==> src/rtl/fdiv_pkg.sv <==
package fdiv_pkg;
    localparam int DEF_INT_W  = 10;
    localparam int DEF_FRAC_W = 12;

    // Ratio chosen for the coming output period
    typedef enum logic {
        RATIO_BASE = 1'b0,   // divide by N
        RATIO_EXT  = 1'b1    // divide by N+1
    } ratio_e;
endpackage

==> src/rtl/fdiv_phase_acc.sv <==
module fdiv_phase_acc
    import fdiv_pkg::*;
#(
    parameter int FRAC_W = DEF_FRAC_W
) (
    input  logic              clk,
    input  logic              rst,
    input  logic              period_end,
    input  logic [FRAC_W-1:0] frac_k,
    input  logic [FRAC_W-1:0] frac_m,
    output ratio_e            ratio_nxt,
    output logic              mod_sel,
    output logic [FRAC_W-1:0] phase_err,
    output logic              cfg_err
);
    typedef struct packed {
        logic [FRAC_W-1:0] acc;
        ratio_e            sel;
        logic              err;
    } acc_state_t;

    acc_state_t st_d, st_q;
    logic [FRAC_W:0] sum_d;
    logic            wrap_d;

    always_comb begin
        sum_d     = {1'b0, st_q.acc} + {1'b0, frac_k};
        wrap_d    = (sum_d >= {1'b0, frac_m});
        ratio_nxt = wrap_d ? RATIO_EXT : RATIO_BASE;
        st_d      = st_q;
        if (rst) begin
            st_d.acc = '0;
            st_d.sel = RATIO_BASE;
            st_d.err = (frac_k >= frac_m);
        end else if (period_end) begin
            st_d.acc = FRAC_W'(wrap_d ? (sum_d - {1'b0, frac_m}) : sum_d);
            st_d.sel = ratio_nxt;
            st_d.err = (frac_k >= frac_m);
        end
    end

    always_ff @(posedge clk) begin
        st_q <= st_d;
    end

    assign phase_err = st_q.acc;
    assign mod_sel   = (st_q.sel == RATIO_EXT);
    assign cfg_err   = st_q.err;


    acc_hold_chk: assert property (@(posedge clk) disable iff (rst)
        !period_end |=> $stable(st_q.acc));


    sel_hold_chk: assert property (@(posedge clk) disable iff (rst)
        !period_end |=> $stable(st_q.sel));


    acc_bound_chk: assert property (@(posedge clk) disable iff (rst)
        (period_end && frac_k < frac_m && st_q.acc < frac_m)
        |=> (st_q.acc < $past(frac_m)));


    zero_k_no_carry_chk: assert property (@(posedge clk) disable iff (rst)
        (period_end && frac_k == '0 && st_q.acc < frac_m)
        |=> (st_q.sel == RATIO_BASE));
endmodule

==> src/rtl/fdiv_counter.sv <==
module fdiv_counter
    import fdiv_pkg::*;
#(
    parameter int INT_W = DEF_INT_W
) (
    input  logic             clk,
    input  logic             rst,
    input  logic [INT_W-1:0] n_div,
    input  ratio_e           ratio_nxt,
    output logic             period_end
);
    typedef struct packed {
        logic [INT_W-1:0] cnt;
    } cnt_state_t;

    cnt_state_t st_d, st_q;

    always_comb begin
        st_d = st_q;
        if (rst) begin
            st_d.cnt = n_div - 1'b1;
        end else if (st_q.cnt == '0) begin
            st_d.cnt = (ratio_nxt == RATIO_EXT) ? n_div : (n_div - 1'b1);
        end else begin
            st_d.cnt = st_q.cnt - 1'b1;
        end
    end

    always_ff @(posedge clk) begin
        st_q <= st_d;
    end

    assign period_end = (st_q.cnt == '0);


    pulse_width_chk: assert property (@(posedge clk) disable iff (rst)
        period_end |=> !period_end);
endmodule

==> src/rtl/frac_div_top.sv <==
module frac_div_top
    import fdiv_pkg::*;
#(
    parameter int INT_W  = DEF_INT_W,
    parameter int FRAC_W = DEF_FRAC_W
) (
    input  logic              clk,
    input  logic              rst,
    input  logic [INT_W-1:0]  n_div,
    input  logic [FRAC_W-1:0] frac_k,
    input  logic [FRAC_W-1:0] frac_m,
    output logic              out_pulse,
    output logic              mod_sel,
    output logic [FRAC_W-1:0] phase_err,
    output logic              cfg_err
);
    ratio_e ratio_nxt;
    logic   period_end;

    fdiv_counter #(.INT_W(INT_W)) u_cnt (
        .clk        (clk),
        .rst        (rst),
        .n_div      (n_div),
        .ratio_nxt  (ratio_nxt),
        .period_end (period_end)
    );

    fdiv_phase_acc #(.FRAC_W(FRAC_W)) u_acc (
        .clk        (clk),
        .rst        (rst),
        .period_end (period_end),
        .frac_k     (frac_k),
        .frac_m     (frac_m),
        .ratio_nxt  (ratio_nxt),
        .mod_sel    (mod_sel),
        .phase_err  (phase_err),
        .cfg_err    (cfg_err)
    );

    assign out_pulse = period_end;


    sel_at_boundary_chk: assert property (@(posedge clk) disable iff (rst)
        (out_pulse && mod_sel) |=> !out_pulse);
endmodule

==> config.mk <==
export PLATFORM = sky130hd
export DESIGN_NAME = frac_div_top
export DESIGN_NICKNAME = d
export VERILOG_FILES = /design/src/rtl/fdiv_pkg.sv /design/src/rtl/fdiv_phase_acc.sv /design/src/rtl/fdiv_counter.sv /design/src/rtl/frac_div_top.sv
export SDC_FILE = /design/constraint.sdc
export NUM_CORES = 1
export LEC_CHECK = 0
export BUFFER_PORTS_ARGS = -buffer_cell sky130_fd_sc_hd__buf_2
export CORE_MARGIN = 1.5
export CORE_UTILIZATION = 30
export DETAILED_ROUTE_END_ITERATION = 12
export GPL_TIMING_DRIVEN = 0
export PLACE_DENSITY = 0.58
export SYNTH_ARGS = -nofsm -noshare
export SYNTH_HDL_FRONTEND = slang
export SYNTH_SLANG_ARGS = --single-unit
export TNS_END_PERCENT = 5
==> constraint.sdc <==
create_clock -name clk -period 6.85 [get_ports clk]
set_input_delay 1.37 -clock clk [delete_from_list [all_inputs] [get_ports clk]]
set_output_delay 1.37 -clock clk [all_outputs]
set_load 0.005 [all_outputs]
---- After elaboration in Yosys (flattened, before gate mapping) ----
Index checks and enable logic that the tools add are counted.
word-level totals
  input bits .............................. 36
  word-level logic and storage cells ...... 19
  output and inout port bits .............. 15
  register bits after elaboration ......... 24
operators by class
  $lt $le $gt $ge ......................... 2
  add/subtract/negate cells ............... 4
  muxes and demuxes ....................... 7
  reduce and logical (&&, ||, !) cells .... 2
operators with widths
  operator                                                               count
  10-bit two-way mux                                                     3
  10-bit by 1-bit subtractor with 10-bit output (second input constant)  2
  12-bit by 12-bit adder with 13-bit output                              1
  13-bit by 12-bit >= comparator with 1-bit output                       1
  12-bit >= comparator                                                   1
  12-bit two-way mux                                                     1
  12-bit subtractor                                                      1
  10-bit zero test                                                       1
  1-bit two-way mux                                                      3
  2-bit nonzero test                                                     1

---- Longest topological paths before layout ----
Gate-level depths: netlist (run 1).
  depth in word-level cells ............... 6
  gate-level depth with buffers ........... 16

---- Modules after synthesis ----
Synthesis (run 1) repeated with hierarchy kept, for this count alone.
unflattened totals
  cell total of the unflattened synthesis .. 343
  area, all modules ....................... 2844.0 sq um
by module, submodules not included
  module          seq. area each (sq um)  area each (sq um)  cells each  times used
  fdiv_phase_acc  290.3                   1978.1             242         1
  fdiv_counter    200.2                   865.8              101         1

---- Worst setup path before layout (run 1) ----
OpenSTA, ideal clock, no wires.
  path type ............................... input-to-reg
  from .................................... input frac_k[0]
  to ...................................... register u_acc.st_q, in the netlist u_acc.phase_err[5]
  data required time ...................... 6.759 ns
  path slack .............................. 2.180 ns
  data arrival time ....................... 4.579 ns
  stages on the path ...................... 16
  buffers on the path ..................... 1
  path through ............................ ha_1 -> inv_1 -> fa_1 -> nor2b_1 -> o31a_1 -> o21ai_0 -> a21boi_0 -> nor2_1 -> ha_1 -> a21oi_1 -> o21ai_0 -> o221ai_1 -> nand3_1 -> clkbuf_1 -> nand3_1 -> a311oi_1
between the ends
  cells in the longest elaborated chain, start to end .. 3
  elaborated cells between the ends (all ways) .. 4
  those cells by class .................... add/sub: 2; order compare: 1; mux: 1
RTL lines
  element                                                                                RTL line                                    source
  from (decl)                                                                            frac_div_top.sv:10                          input logic [FRAC_W-1:0] frac_k,
  12-bit by 12-bit adder with 13-bit output (*)                                          fdiv_phase_acc.sv:27                        sum_d = {1'b0, st_q.acc} + {1'b0, frac_k};
  12-bit subtractor or 13-bit by 12-bit >= comparator with 1-bit output (tied branches)  fdiv_phase_acc.sv:36, fdiv_phase_acc.sv:28
  12-bit two-way mux (*)                                                                 fdiv_phase_acc.sv:36                        st_d.acc = FRAC_W'(wrap_d ? (sum_d - {1'b0, frac_m}) : sum_d);
  to (signal assigned)                                                                   fdiv_phase_acc.sv:43                        st_q <= st_d;
  to (decl)                                                                              fdiv_phase_acc.sv:22                        acc_state_t st_d, st_q;
Mark *: on every way between the ends. The rest lies on a longest branch, timed or not.
A chain may end at the register's enable or synchronous reset.

---- Worst setup path after layout (run 1) ----
  from .................................... input frac_k[0]
  to ...................................... register u_acc.st_q, in the netlist u_acc.phase_err[9]
Same word-level chain as after synthesis.

==> flow_summary.ini, run 1 <==
[timing]
final.setup_skew_ns = 0.00539
timing_worst_slew_pin_value_ns = 0.584
finalCritPeriodShare = 0.815
setup-violations-final = 0
setup_repair_after_global_routing_missed_its_margin = no
timing.fmax_ghz = 0.179
slew_headroom = 0.611
timing.final.hold_violations = 0
period_needed_ns = 5.58
final_layout_setup_total_negative_slack_ns = 0
final_max_slew_viol_count = 0

[min_path]
worstHoldStart = u_acc.mod_sel
min_path_type = register to register
worst_case_hold_path_end_point = u_acc.mod_sel
min_path_cells = 2

[grt]
grt_antenna_before_repair = 0
gr-total-overflow = 0
grt_usage = 0.171
grt_first_pass_wirelength_um = 13800
maximum_number_of_pins_on_one_net_before_global_route_repair = 14
first_global_vias = 2787

[drt]
post_detailed_routing_wire_length_um = 8430
wire_per_inst_um = 15.3
vias_per_cell = 5.39
dr.pass1.iters = 4
ant_nets = 0
post-route-drc-count = 0
detailroute.via_count = 2976
drt_iter0_drc = 216

[critical_path]
ff2ff_setup_slack_ns = 2.08
highest_delay_cell_along_the_critical_path = sky130_fd_sc_hd__clkbuf_1
crit_arrival_ns = 5.77
start_kind = input port
critical_path.n_buffers_inverters = 3
r2r.worst_path.cells = 16
crit_path_max_fanout = 10
worst-endpoint-required_ns = 7.04
regToRegStartpoint = u_acc.phase_err[0]
worst_path_dominant_cell_family = compound AO/OA/AOI/OAI gates
worst_r2r_endpoint = u_acc.phase_err[9]
cp-end-kind = register
worst_path_largest_cell_delay_ns = 0.52
timing.critical_path.cells = buf_2 > ha_1 > inv_1 > fa_1 > nor2b_1 > o31a_1 > o21ai_0 > a21boi_0 > nor2_1 > ha_1 > a21oi_1 > o21ai_0 > o221ai_1 > nand3_1 > clkbuf_1 > nand3_1 > a311oi_1
critical_path_class = input port to register

[yosys]
synth_edf_count = 1
synth.net_count = 445
netlist-cell-type-count = 63
synth_top_cells_by_area = sky130_fd_sc_hd__ha_1, sky130_fd_sc_hd__dfxtp_1, sky130_fd_sc_hd__nor2_1, sky130_fd_sc_hd__inv_1, sky130_fd_sc_hd__o21ai_0
synth.cell_area_um2 = 2850
avgSynthCellArea_um2 = 7.73
async_flop_share = 0
synth-main-ff-cell = sky130_fd_sc_hd__dfxtp_1
netlist_instances = 369
synthesis.yosys.warnings = 0
ys_seq_elements = 24
synth.top_cell.area_share = 0.167
synth_largest_area_cell = sky130_fd_sc_hd__ha_1
yosysSeqAreaShare = 0.172

[power_and_ir_drop]
power_frac_comb = 0.392
power-per-cell-area_nw_per_um2 = 131
power.leakage_nw = 1.47
peakVddDrop_mv = 0.0501
power_report.internal_total_mw = 0.275
swShare = 0.369
clock_power_share = 0.246
p_seq_frac = 0.363
power.net_switching_mw = 0.161

[clocking]
clock_insertion_delay_worst_skew_ns = 0.28
clkTransAtPathRegs_ns = 0.10
library_cell_used_as_clock_root_buffer = sky130_fd_sc_hd__clkbuf_8
numClockSinks = 24
cts.hold.buffers_added = 0
numCtsBuffers = 3
cts_setup_buffers = 0
clockBufferDepth = 2
tritoncts_clock_tree = done
cts_resized = 0
cts_h_tree_depth = 1

[cells_and_area]
fill_cells = 1000
fin_area_um2 = 3320
syn_to_final_growth_pct = 16.4
num_antenna_cells = 0
final_layout_size_suffix_gt1_frac = 0.170
num-nets-final = 500

[floorplan]
floorplan.rows = 35
coreArea_um2 = 9240
ios = 51
vert_die_dim_um = 100
die-area_um2 = 10100
chipWidth_um = 100
floorplan.initialDensity = 0.309

[status]
outcome = finished, final reports clean

[job]
drv.max_cap_violation_count = 0

[place]
dp_hpwl_um = 6630
io_buf_count = 50
dpl_cell_area_um2 = 3260
routability_congestion = 0.880
logic make-up (layout without fill, tap and decap cells):
group           after synthesis  after routing  share of synthesized area
simple gates                124            124                      0.216
compound gates              114            114                      0.291
buf+inv                      44             98                     0.0649
fa+ha+maj                    40             40                      0.181
flops                        24             24                      0.172
xor+xnor                     17             17                     0.0522
mux                           6              6                     0.0224
flip-flops by register name, indices dropped and copies added, names as in the netlist:
register,count
u_acc.cfg_err,1
u_cnt.st_q,10
u_acc.mod_sel,1
u_acc.phase_err,12
worst max path at each step:
| stage | from | end | cells past startpoint |
|---|---|---|---|
| 2_1_floorplan | frac_k[0] | u_acc.phase_err[5] | 16 |
| 3_3_place_gp | frac_k[0] | u_acc.phase_err[9] | 17 |
| 3_5_place_dp | frac_k[0] | u_acc.phase_err[9] | 17 |
| 4_1_cts | frac_k[0] | u_acc.phase_err[9] | 17 |
| 5_1_grt | frac_k[0] | u_acc.phase_err[9] | 17 |
| 6_report | frac_k[0] | u_acc.phase_err[9] | 17 |
routing by layer:
metal	GRT usage	vias up	share of wire
met2	0.278	77	0.46
met1	0.240	1384	0.48
met3	0.0180	13	0.043
met4	0.0455	0	0.017
met5	0	-	0
li1	-	1502	-
power groups by stage:
stage / logic, mW / registers, mW / clock network, mW
2_1_floorplan: 0.121 / 0.159 / 0
3_3_place_gp: 0.166 / 0.161 / 0
3_5_place_dp: 0.169 / 0.162 / 0
4_1_cts: 0.170 / 0.158 / 0.109
5_1_grt: 0.191 / 0.160 / 0.113
6_report: 0.171 / 0.158 / 0.107
placed cells by master, fill, tap and decap left out, types with 4 or more instances in the layout:
| cell | count |
|---|---|
| sky130_fd_sc_hd__buf_2 | 53 |
| sky130_fd_sc_hd__nor2_1 | 38 |
| sky130_fd_sc_hd__o311a_1 | 4 |
| sky130_fd_sc_hd__inv_1 | 30 |
| sky130_fd_sc_hd__ha_1 | 38 |
| sky130_fd_sc_hd__o21ai_0 | 19 |
| sky130_fd_sc_hd__clkbuf_8 | 4 |
| sky130_fd_sc_hd__nand3_1 | 11 |
| sky130_fd_sc_hd__a211oi_1 | 10 |
| sky130_fd_sc_hd__xnor2_1 | 9 |
| sky130_fd_sc_hd__o31a_1 | 4 |
| sky130_fd_sc_hd__dfxtp_1 | 23 |
| sky130_fd_sc_hd__a21o_1 | 5 |
| sky130_fd_sc_hd__a32oi_1 | 4 |
| sky130_fd_sc_hd__a311oi_1 | 7 |
| sky130_fd_sc_hd__a31oi_1 | 5 |
| sky130_fd_sc_hd__or3_1 | 9 |
| sky130_fd_sc_hd__nor2b_1 | 4 |
| sky130_fd_sc_hd__nand2_1 | 20 |
| sky130_fd_sc_hd__a21oi_1 | 16 |
| sky130_fd_sc_hd__nor3_1 | 15 |
| sky130_fd_sc_hd__nor3b_1 | 4 |
| sky130_fd_sc_hd__nor4_1 | 6 |
| sky130_fd_sc_hd__o21a_1 | 8 |
| sky130_fd_sc_hd__xor2_1 | 8 |
| sky130_fd_sc_hd__clkbuf_1 | 6 |
layout make-up:
cell class	count	area, um^2	area share
inverter	32	121	0.0366
clock buffer	4	55.1	0.0166
buffer	12	63.8	0.0192
tap	129	161	0.0486
timing repair buffer	50	250	0.0754
multi-input combinational	301	2180	0.656
sequential	24	490	0.148
tightest hold or removal path, stage by stage (launching register included):
cell                      delay (ns)
sky130_fd_sc_hd__dfxtp_1        0.34
sky130_fd_sc_hd__nor2_1         0.04
sky130_fd_sc_hd__nor2_1         0.07
stage by stage:
| stage | util | setup WS, ns | hold WS, ns | power (mW) | std cells |
|---|---|---|---|---|---|
| 2_1_floorplan | - | 2.18 | 0.464 | 0.280 | 369 |
| 3_3_place_gp | 0.353 | 1.11 | 0.451 | 0.327 | 548 |
| 3_5_place_dp | 0.353 | 1.09 | 0.455 | 0.330 | 548 |
| 4_1_cts | 0.359 | 1.32 | 0.480 | 0.437 | 552 |
| 5_1_grt | 0.359 | 0.921 | 0.516 | 0.464 | 552 |
| 6_report | 0.359 | 1.27 | 0.475 | 0.436 | 552 |
synthesized netlist by cell type (5+ instances only):
cell type	instances
sky130_fd_sc_hd__ha_1	38
sky130_fd_sc_hd__nor2_1	38
sky130_fd_sc_hd__inv_1	30
sky130_fd_sc_hd__dfxtp_1	23
sky130_fd_sc_hd__nand2_1	20
sky130_fd_sc_hd__o21ai_0	19
sky130_fd_sc_hd__a21oi_1	16
sky130_fd_sc_hd__nor3_1	15
sky130_fd_sc_hd__nand3_1	11
sky130_fd_sc_hd__a211oi_1	10
sky130_fd_sc_hd__or3_1	9
sky130_fd_sc_hd__xnor2_1	9
sky130_fd_sc_hd__o21a_1	8
sky130_fd_sc_hd__xor2_1	8
sky130_fd_sc_hd__a311oi_1	7
sky130_fd_sc_hd__clkbuf_1	6
sky130_fd_sc_hd__nor4_1	6
sky130_fd_sc_hd__a21o_1	5
sky130_fd_sc_hd__a31oi_1	5
Power figures use the tool's default switching activity.
==> run 2: changes to the inputs <==
- ABC_AREA: default -> 1
- PLACE_DENSITY: 0.58 -> 0.6
- clock period: 6.85 -> 4.96 ns (I/O delays scaled with it)
==> flow_summary.ini, run 2 <==
[yosys]
netlist_instances = 425
synth.cell_area_um2 = 2810
yosys.area_share.adder = 0.184
synth_largest_area_cell = sky130_fd_sc_hd__ha_1
synth_edf_count = 1
async_flop_share = 0
yosys.cell_count.top_type = sky130_fd_sc_hd__nand2_1
synth.net_count = 501
yosysSeqAreaShare = 0.175
synthesis.yosys.warnings = 0
synth_common_cells = sky130_fd_sc_hd__nand2_1, sky130_fd_sc_hd__inv_1, sky130_fd_sc_hd__ha_1, sky130_fd_sc_hd__a21oi_1, sky130_fd_sc_hd__nand3_1
ys_seq_elements = 24
synth_xor_xnor_area_share = 0.0905
synth_compound_area_frac = 0.137
avgSynthCellArea_um2 = 6.60
synth_top_family_by_area = simple AND/OR/NAND/NOR gates
yosys-mux-area-fraction = 0
yosys.area_share.simple = 0.307
synth.top_cell.area_share = 0.169
synth-main-ff-cell = sky130_fd_sc_hd__dfxtp_1
synth_top_cells_by_area = sky130_fd_sc_hd__ha_1, sky130_fd_sc_hd__dfxtp_1, sky130_fd_sc_hd__nand2_1, sky130_fd_sc_hd__inv_1, sky130_fd_sc_hd__xor2_1
netlist-cell-type-count = 41

[critical_path]
crit_path_max_fanout = 9
start_kind = input port
cp-end-kind = register
worst-endpoint-required_ns = 5.12
critical_path_class = input port to register
crit_arrival_ns = 4.11
r2r.worst_path.cells = 20

[clocking]
cts_h_tree_depth = 1
tritoncts_clock_tree = done
cts_resized = 0
library_cell_used_as_clock_root_buffer = sky130_fd_sc_hd__clkbuf_8
cts_setup_buffers = 0
clkTransAtPathRegs_ns = 0.10
numCtsBuffers = 3
numClockSinks = 24
clockBufferDepth = 2
cts.hold.buffers_added = 0
clock_insertion_delay_worst_skew_ns = 0.27

[status]
outcome = finished, final reports clean

[timing]
timing.final.hold_violations = 0
final.setup_skew_ns = 0.00705
final_layout_setup_total_negative_slack_ns = 0
whs_ns = 0.488
slew_headroom = 0.631
timing_worst_slew_pin_value_ns = 0.553
setup_repair_after_global_routing_missed_its_margin = no
finalCritPeriodShare = 0.796
setup-violations-final = 0
timing.fmax_ghz = 0.253
period_needed_ns = 3.95
final_max_slew_viol_count = 0

[drt]
vias_per_cell = 4.73
ant_nets = 0
dr.pass1.iters = 4
detailroute.via_count = 2785
post_detailed_routing_wire_length_um = 6950
post-route-drc-count = 0
wire_per_inst_um = 11.8
drt_iter0_drc = 84

[min_path]
min_path_cells = 2
min_path_type = register to register

[place]
routability_congestion = 0.812
dp_hpwl_um = 5850
io_buf_count = 49

[cells_and_area]
largest_register_ffs = 12
multi_input_comb_area_um2 = 2020
syn_to_final_growth_pct = 16.2
ff_latch_area_um2 = 490
num-nets-final = 555
final_cell_mix = sky130_fd_sc_hd__nand2_1, sky130_fd_sc_hd__inv_1, sky130_fd_sc_hd__buf_2, sky130_fd_sc_hd__ha_1
fill_cells = 997
num_antenna_cells = 0
layout.cells.most_common = sky130_fd_sc_hd__nand2_1
final_layout_size_suffix_gt1_frac = 0.149

[power_and_ir_drop]
power.leakage_nw = 1.80
peakVddDrop_mv = 0.0926
power-per-cell-area_nw_per_um2 = 192

[grt]
first_global_vias = 2682
grt_antenna_before_repair = 0
grt_first_pass_wirelength_um = 12000
gr-total-overflow = 0
maximum_number_of_pins_on_one_net_before_global_route_repair = 15
grt_usage = 0.146

[floorplan]
coreArea_um2 = 9150
floorplan.rows = 35
vert_die_dim_um = 99.7
chipWidth_um = 99.7
die-area_um2 = 9940
floorplan.initialDensity = 0.307
ios = 51

[job]
drv.max_cap_violation_count = 0
[run 2: cell count changes after synthesis, sizes merged, moves of 11 or more]
cell / before / now
a21oi: 16 / 27
nor2: 39 / 26
inv: 30 / 68
xor2: 8 / 19
nand2: 20 / 123
nand3: 11 / 28
[run 2: kinds of logic after synthesis]
logic type	after synthesis
buf+inv	74
compound gates	64
fa+ha+maj	40
simple gates	194
xor+xnor	29
flops	24
[run 2: report_power, final]
part	total, mW	internal [mW]	switching [mW]
sequential	0.221	0.209	0.0124
clock	0.180	0.108	0.0718
combinational	0.226	0.0906	0.135
[run 2: path summary, 6_finish.rpt]
kind                 startpoint            endpoint  slack [ns]
min               u_acc.mod_sel       u_acc.mod_sel        0.49
max                   frac_k[0]  u_acc.phase_err[1]        1.01
min reg2reg       u_acc.mod_sel       u_acc.mod_sel        0.49
max reg2reg  u_acc.phase_err[0]  u_acc.phase_err[1]        1.44
[run 2: final cells by class]
cell class                 count  area share
buffer                         4     0.00921
inverter                      70      0.0825
timing repair buffer          49      0.0752
clock buffer                   3      0.0127
clock inverter                 1     0.00921
tap                          111      0.0426
sequential                    24       0.150
multi-input combinational    327       0.618
[run 2: metrics by stage]
step                power, mW  worst slack, ns  instance area, um^2  cells  utilization
detailed placement      0.451            0.730                 3190    585        0.349
global route            0.673            0.631                 3260    589        0.356
CTS                     0.631             1.00                 3260    589        0.356
global placement        0.447            0.747                 3190    585        0.349
floorplan               0.392             1.35                 2810    425            -
finish                  0.627             1.01                 3260    589        0.356
[run 2: worst max-delay path: stages]
cell	delay [ns]
sky130_fd_sc_hd__buf_2	0.09
sky130_fd_sc_hd__ha_1	0.14
sky130_fd_sc_hd__inv_1	0.08
sky130_fd_sc_hd__fa_1	0.41
sky130_fd_sc_hd__o21ai_1	0.29
sky130_fd_sc_hd__nand2_1	0.09
sky130_fd_sc_hd__nand2_1	0.21
sky130_fd_sc_hd__xor2_1	0.23
sky130_fd_sc_hd__ha_1	0.31
sky130_fd_sc_hd__nand2_1	0.11
sky130_fd_sc_hd__inv_1	0.04
sky130_fd_sc_hd__a21oi_1	0.17
sky130_fd_sc_hd__nand3_2	0.11
sky130_fd_sc_hd__nand2_1	0.09
sky130_fd_sc_hd__nand2_1	0.05
sky130_fd_sc_hd__nand2_1	0.11
sky130_fd_sc_hd__nand2_4	0.14
sky130_fd_sc_hd__nand2_4	0.15
sky130_fd_sc_hd__clkinv_4	0.11
sky130_fd_sc_hd__nand2_1	0.09
sky130_fd_sc_hd__o211ai_2	0.07
[run 2: layer usage]
layer | vias up | share of wire | global-route usage
met5 | - | 0 | 0
li1 | 1491 | - | -
met4 | 0 | 0.0088 | 0.0260
met3 | 4 | 0.028 | 0.0105
met1 | 1255 | 0.50 | 0.200
met2 | 35 | 0.46 | 0.254
==> run 3: changes to the inputs <==
- PLACE_DENSITY: 0.6 -> 0.58
- clock period: 4.96 -> 3.7 ns (I/O delays scaled with it)
==> flow_summary.ini, run 3 (synthesized netlist as in run 2, its figures left out) <==
[critical_path]
cp-end-kind = register
crit_arrival_ns = 3.63
regToRegStartpoint = u_acc.phase_err[0]
start_kind = input port
crit_path_max_fanout = 10
worst_path_largest_cell_delay_ns = 0.37
worst_r2r_endpoint = u_cnt.st_q[3]
r2r.worst_path.cells = 20
worst-endpoint-required_ns = 3.87
critical_path_class = input port to register
highest_delay_cell_along_the_critical_path = sky130_fd_sc_hd__fa_2
timing.critical_path.cells = buf_2 > ha_1 > inv_1 > fa_2 > o21ai_2 > a21oi_1 > nor2_1 > nor2_1 > xnor2_1 > ha_1 > nand2_1 > nand2_1 > a21oi_1 > nand3_2 > nand2_1 > nand2_1 > nand2_1 > nand2_4 > buf_6 > o21ai_0 > nand2_1
ff2ff_setup_slack_ns = 0.40
critPathMostFrequentCell = sky130_fd_sc_hd__nand2_1

[timing]
finalCritPeriodShare = 0.936
timing.fmax_ghz = 0.289
setup-violations-final = 0
slew_headroom = 0.613
whs_ns = 0.482
final_layout_setup_total_negative_slack_ns = 0
final.setup_skew_ns = 0.00832
final_max_slew_viol_count = 0
timing.final.hold_violations = 0
period_needed_ns = 3.46
timing_worst_slew_pin_value_ns = 0.581

[grt]
gr-total-overflow = 0
grt_usage = 0.151
first_global_vias = 2775
maximum_number_of_pins_on_one_net_before_global_route_repair = 15
grt_antenna_before_repair = 0
grt_first_pass_wirelength_um = 12300

[cells_and_area]
largest_register_ffs = 12
final_core_utilization = 0.360
layout.cells.most_common = sky130_fd_sc_hd__nand2_1
final_layout_size_suffix_gt1_frac = 0.163
num-nets-final = 556
syn_to_final_growth_pct = 17.4
fill_cells = 1001
num_antenna_cells = 0
post_layout_nonfiller_instances = 590
fin_area_um2 = 3300
final_cell_mix = sky130_fd_sc_hd__nand2_1, sky130_fd_sc_hd__inv_1, sky130_fd_sc_hd__buf_2, sky130_fd_sc_hd__ha_1

[floorplan]
chipWidth_um = 99.7
die-area_um2 = 9940
ios = 51
floorplan.rows = 35
floorplan.initialDensity = 0.307
vert_die_dim_um = 99.7
coreArea_um2 = 9150

[clocking]
cts_h_tree_depth = 1
tritoncts_clock_tree = done
clkTransAtPathRegs_ns = 0.10
library_cell_used_as_clock_root_buffer = sky130_fd_sc_hd__clkbuf_8
numCtsBuffers = 3
numClockSinks = 24
clockBufferDepth = 2
clock_insertion_delay_worst_skew_ns = 0.28

[drt]
drt_iter0_drc = 78
ant_nets = 0
wire_per_inst_um = 12.1
post_detailed_routing_wire_length_um = 7150
post-route-drc-count = 0
vias_per_cell = 4.75
dr.pass1.iters = 4
detailroute.via_count = 2801

[power_and_ir_drop]
power.leakage_nw = 1.81
peakVddDrop_mv = 0.180
power-per-cell-area_nw_per_um2 = 256

[place]
dpl_cell_area_um2 = 3190
routability_congestion = 0.816
dp_hpwl_um = 5960
io_buf_count = 49
post-place-cells = 585

[min_path]
worst_case_hold_path_end_point = u_acc.mod_sel
min_path_cells = 2
min_path_type = register to register
worstHoldStart = u_acc.mod_sel

[status]
outcome = finished, final reports clean

[job]
drv.max_cap_violation_count = 0
run 3: cell types whose count changed in the layout (fill, tap and decap cells not counted):
cell | previous run | this run
sky130_fd_sc_hd__nand2_1 | 119 | 117
sky130_fd_sc_hd__nand2_2 | 1 | 3
sky130_fd_sc_hd__xor2_1 | 19 | 17
sky130_fd_sc_hd__xor2_2 | 0 | 2
sky130_fd_sc_hd__buf_4 | 0 | 1
sky130_fd_sc_hd__fa_1 | 2 | 1
sky130_fd_sc_hd__fa_2 | 0 | 1
sky130_fd_sc_hd__o21ai_1 | 2 | 1
sky130_fd_sc_hd__o21ai_2 | 0 | 1
run 3: area by class of cell:
class | count | area [um^2] | share of cell area
clock inverters | 1 | 30.0 | 0.00911
repair buffers | 50 | 253 | 0.0767
flip-flops and latches | 24 | 490 | 0.149
well taps | 111 | 139 | 0.0421
multi-input cells | 327 | 2040 | 0.620
clock buffers | 3 | 41.3 | 0.0125
inverters | 70 | 269 | 0.0816
plain buffers | 4 | 30.0 | 0.00911
run 3: critical path, delay by kind of cell:
family | cells | cell delay, ns
compound gates | 4 | 0.65
fa+ha+maj | 3 | 0.82
simple gates | 10 | 0.89
xor+xnor | 1 | 0.21
buf+inv | 3 | 0.33
run 3: worst max-delay path by stage:
stage | startpoint | to | slack, ns
after floorplan | frac_k[0] | u_cnt.st_q[3] | 0.35
after global placement | frac_k[0] | u_acc.phase_err[1] | -0.25
after global routing | frac_k[0] | u_cnt.st_q[3] | -0.02
after detailed placement | frac_k[0] | u_acc.phase_err[1] | -0.27
final | frac_k[0] | u_cnt.st_q[3] | 0.24
after CTS | frac_k[0] | u_acc.phase_err[1] | 0.02
run 3: metrics by stage:
step / worst slack, ns / total power [mW]
2_1_floorplan: 0.345 / 0.526
3_3_place_gp: -0.253 / 0.600
3_5_place_dp: -0.268 / 0.605
4_1_cts: 0.0245 / 0.851
5_1_grt: -0.0176 / 0.908
6_report: 0.236 / 0.845
run 3: what timing repair did:
item                       CTS  global route
gates resized for setup      0             6
hold buffers                 0             0
setup buffers                0             1
setup endpoints to repair    0            22
run 3: power breakdown:
group	total [mW]	switching (mW)	internal [mW]
logic	0.304	0.182	0.122
registers	0.296	0.0167	0.280
clock network	0.244	0.0987	0.145
total	0.845	0.298	0.547
run 3: routing by layer:
| metal | track usage | vias up | wire length (um) |
|---|---|---|---|
| met2 | 0.255 | 47 | 3250 |
| met1 | 0.204 | 1252 | 3590 |
| met5 | 0 | - | 0 |
| met4 | 0.0466 | 0 | 124 |
| met3 | 0.0112 | 9 | 191 |
| li1 | - | 1493 | - |
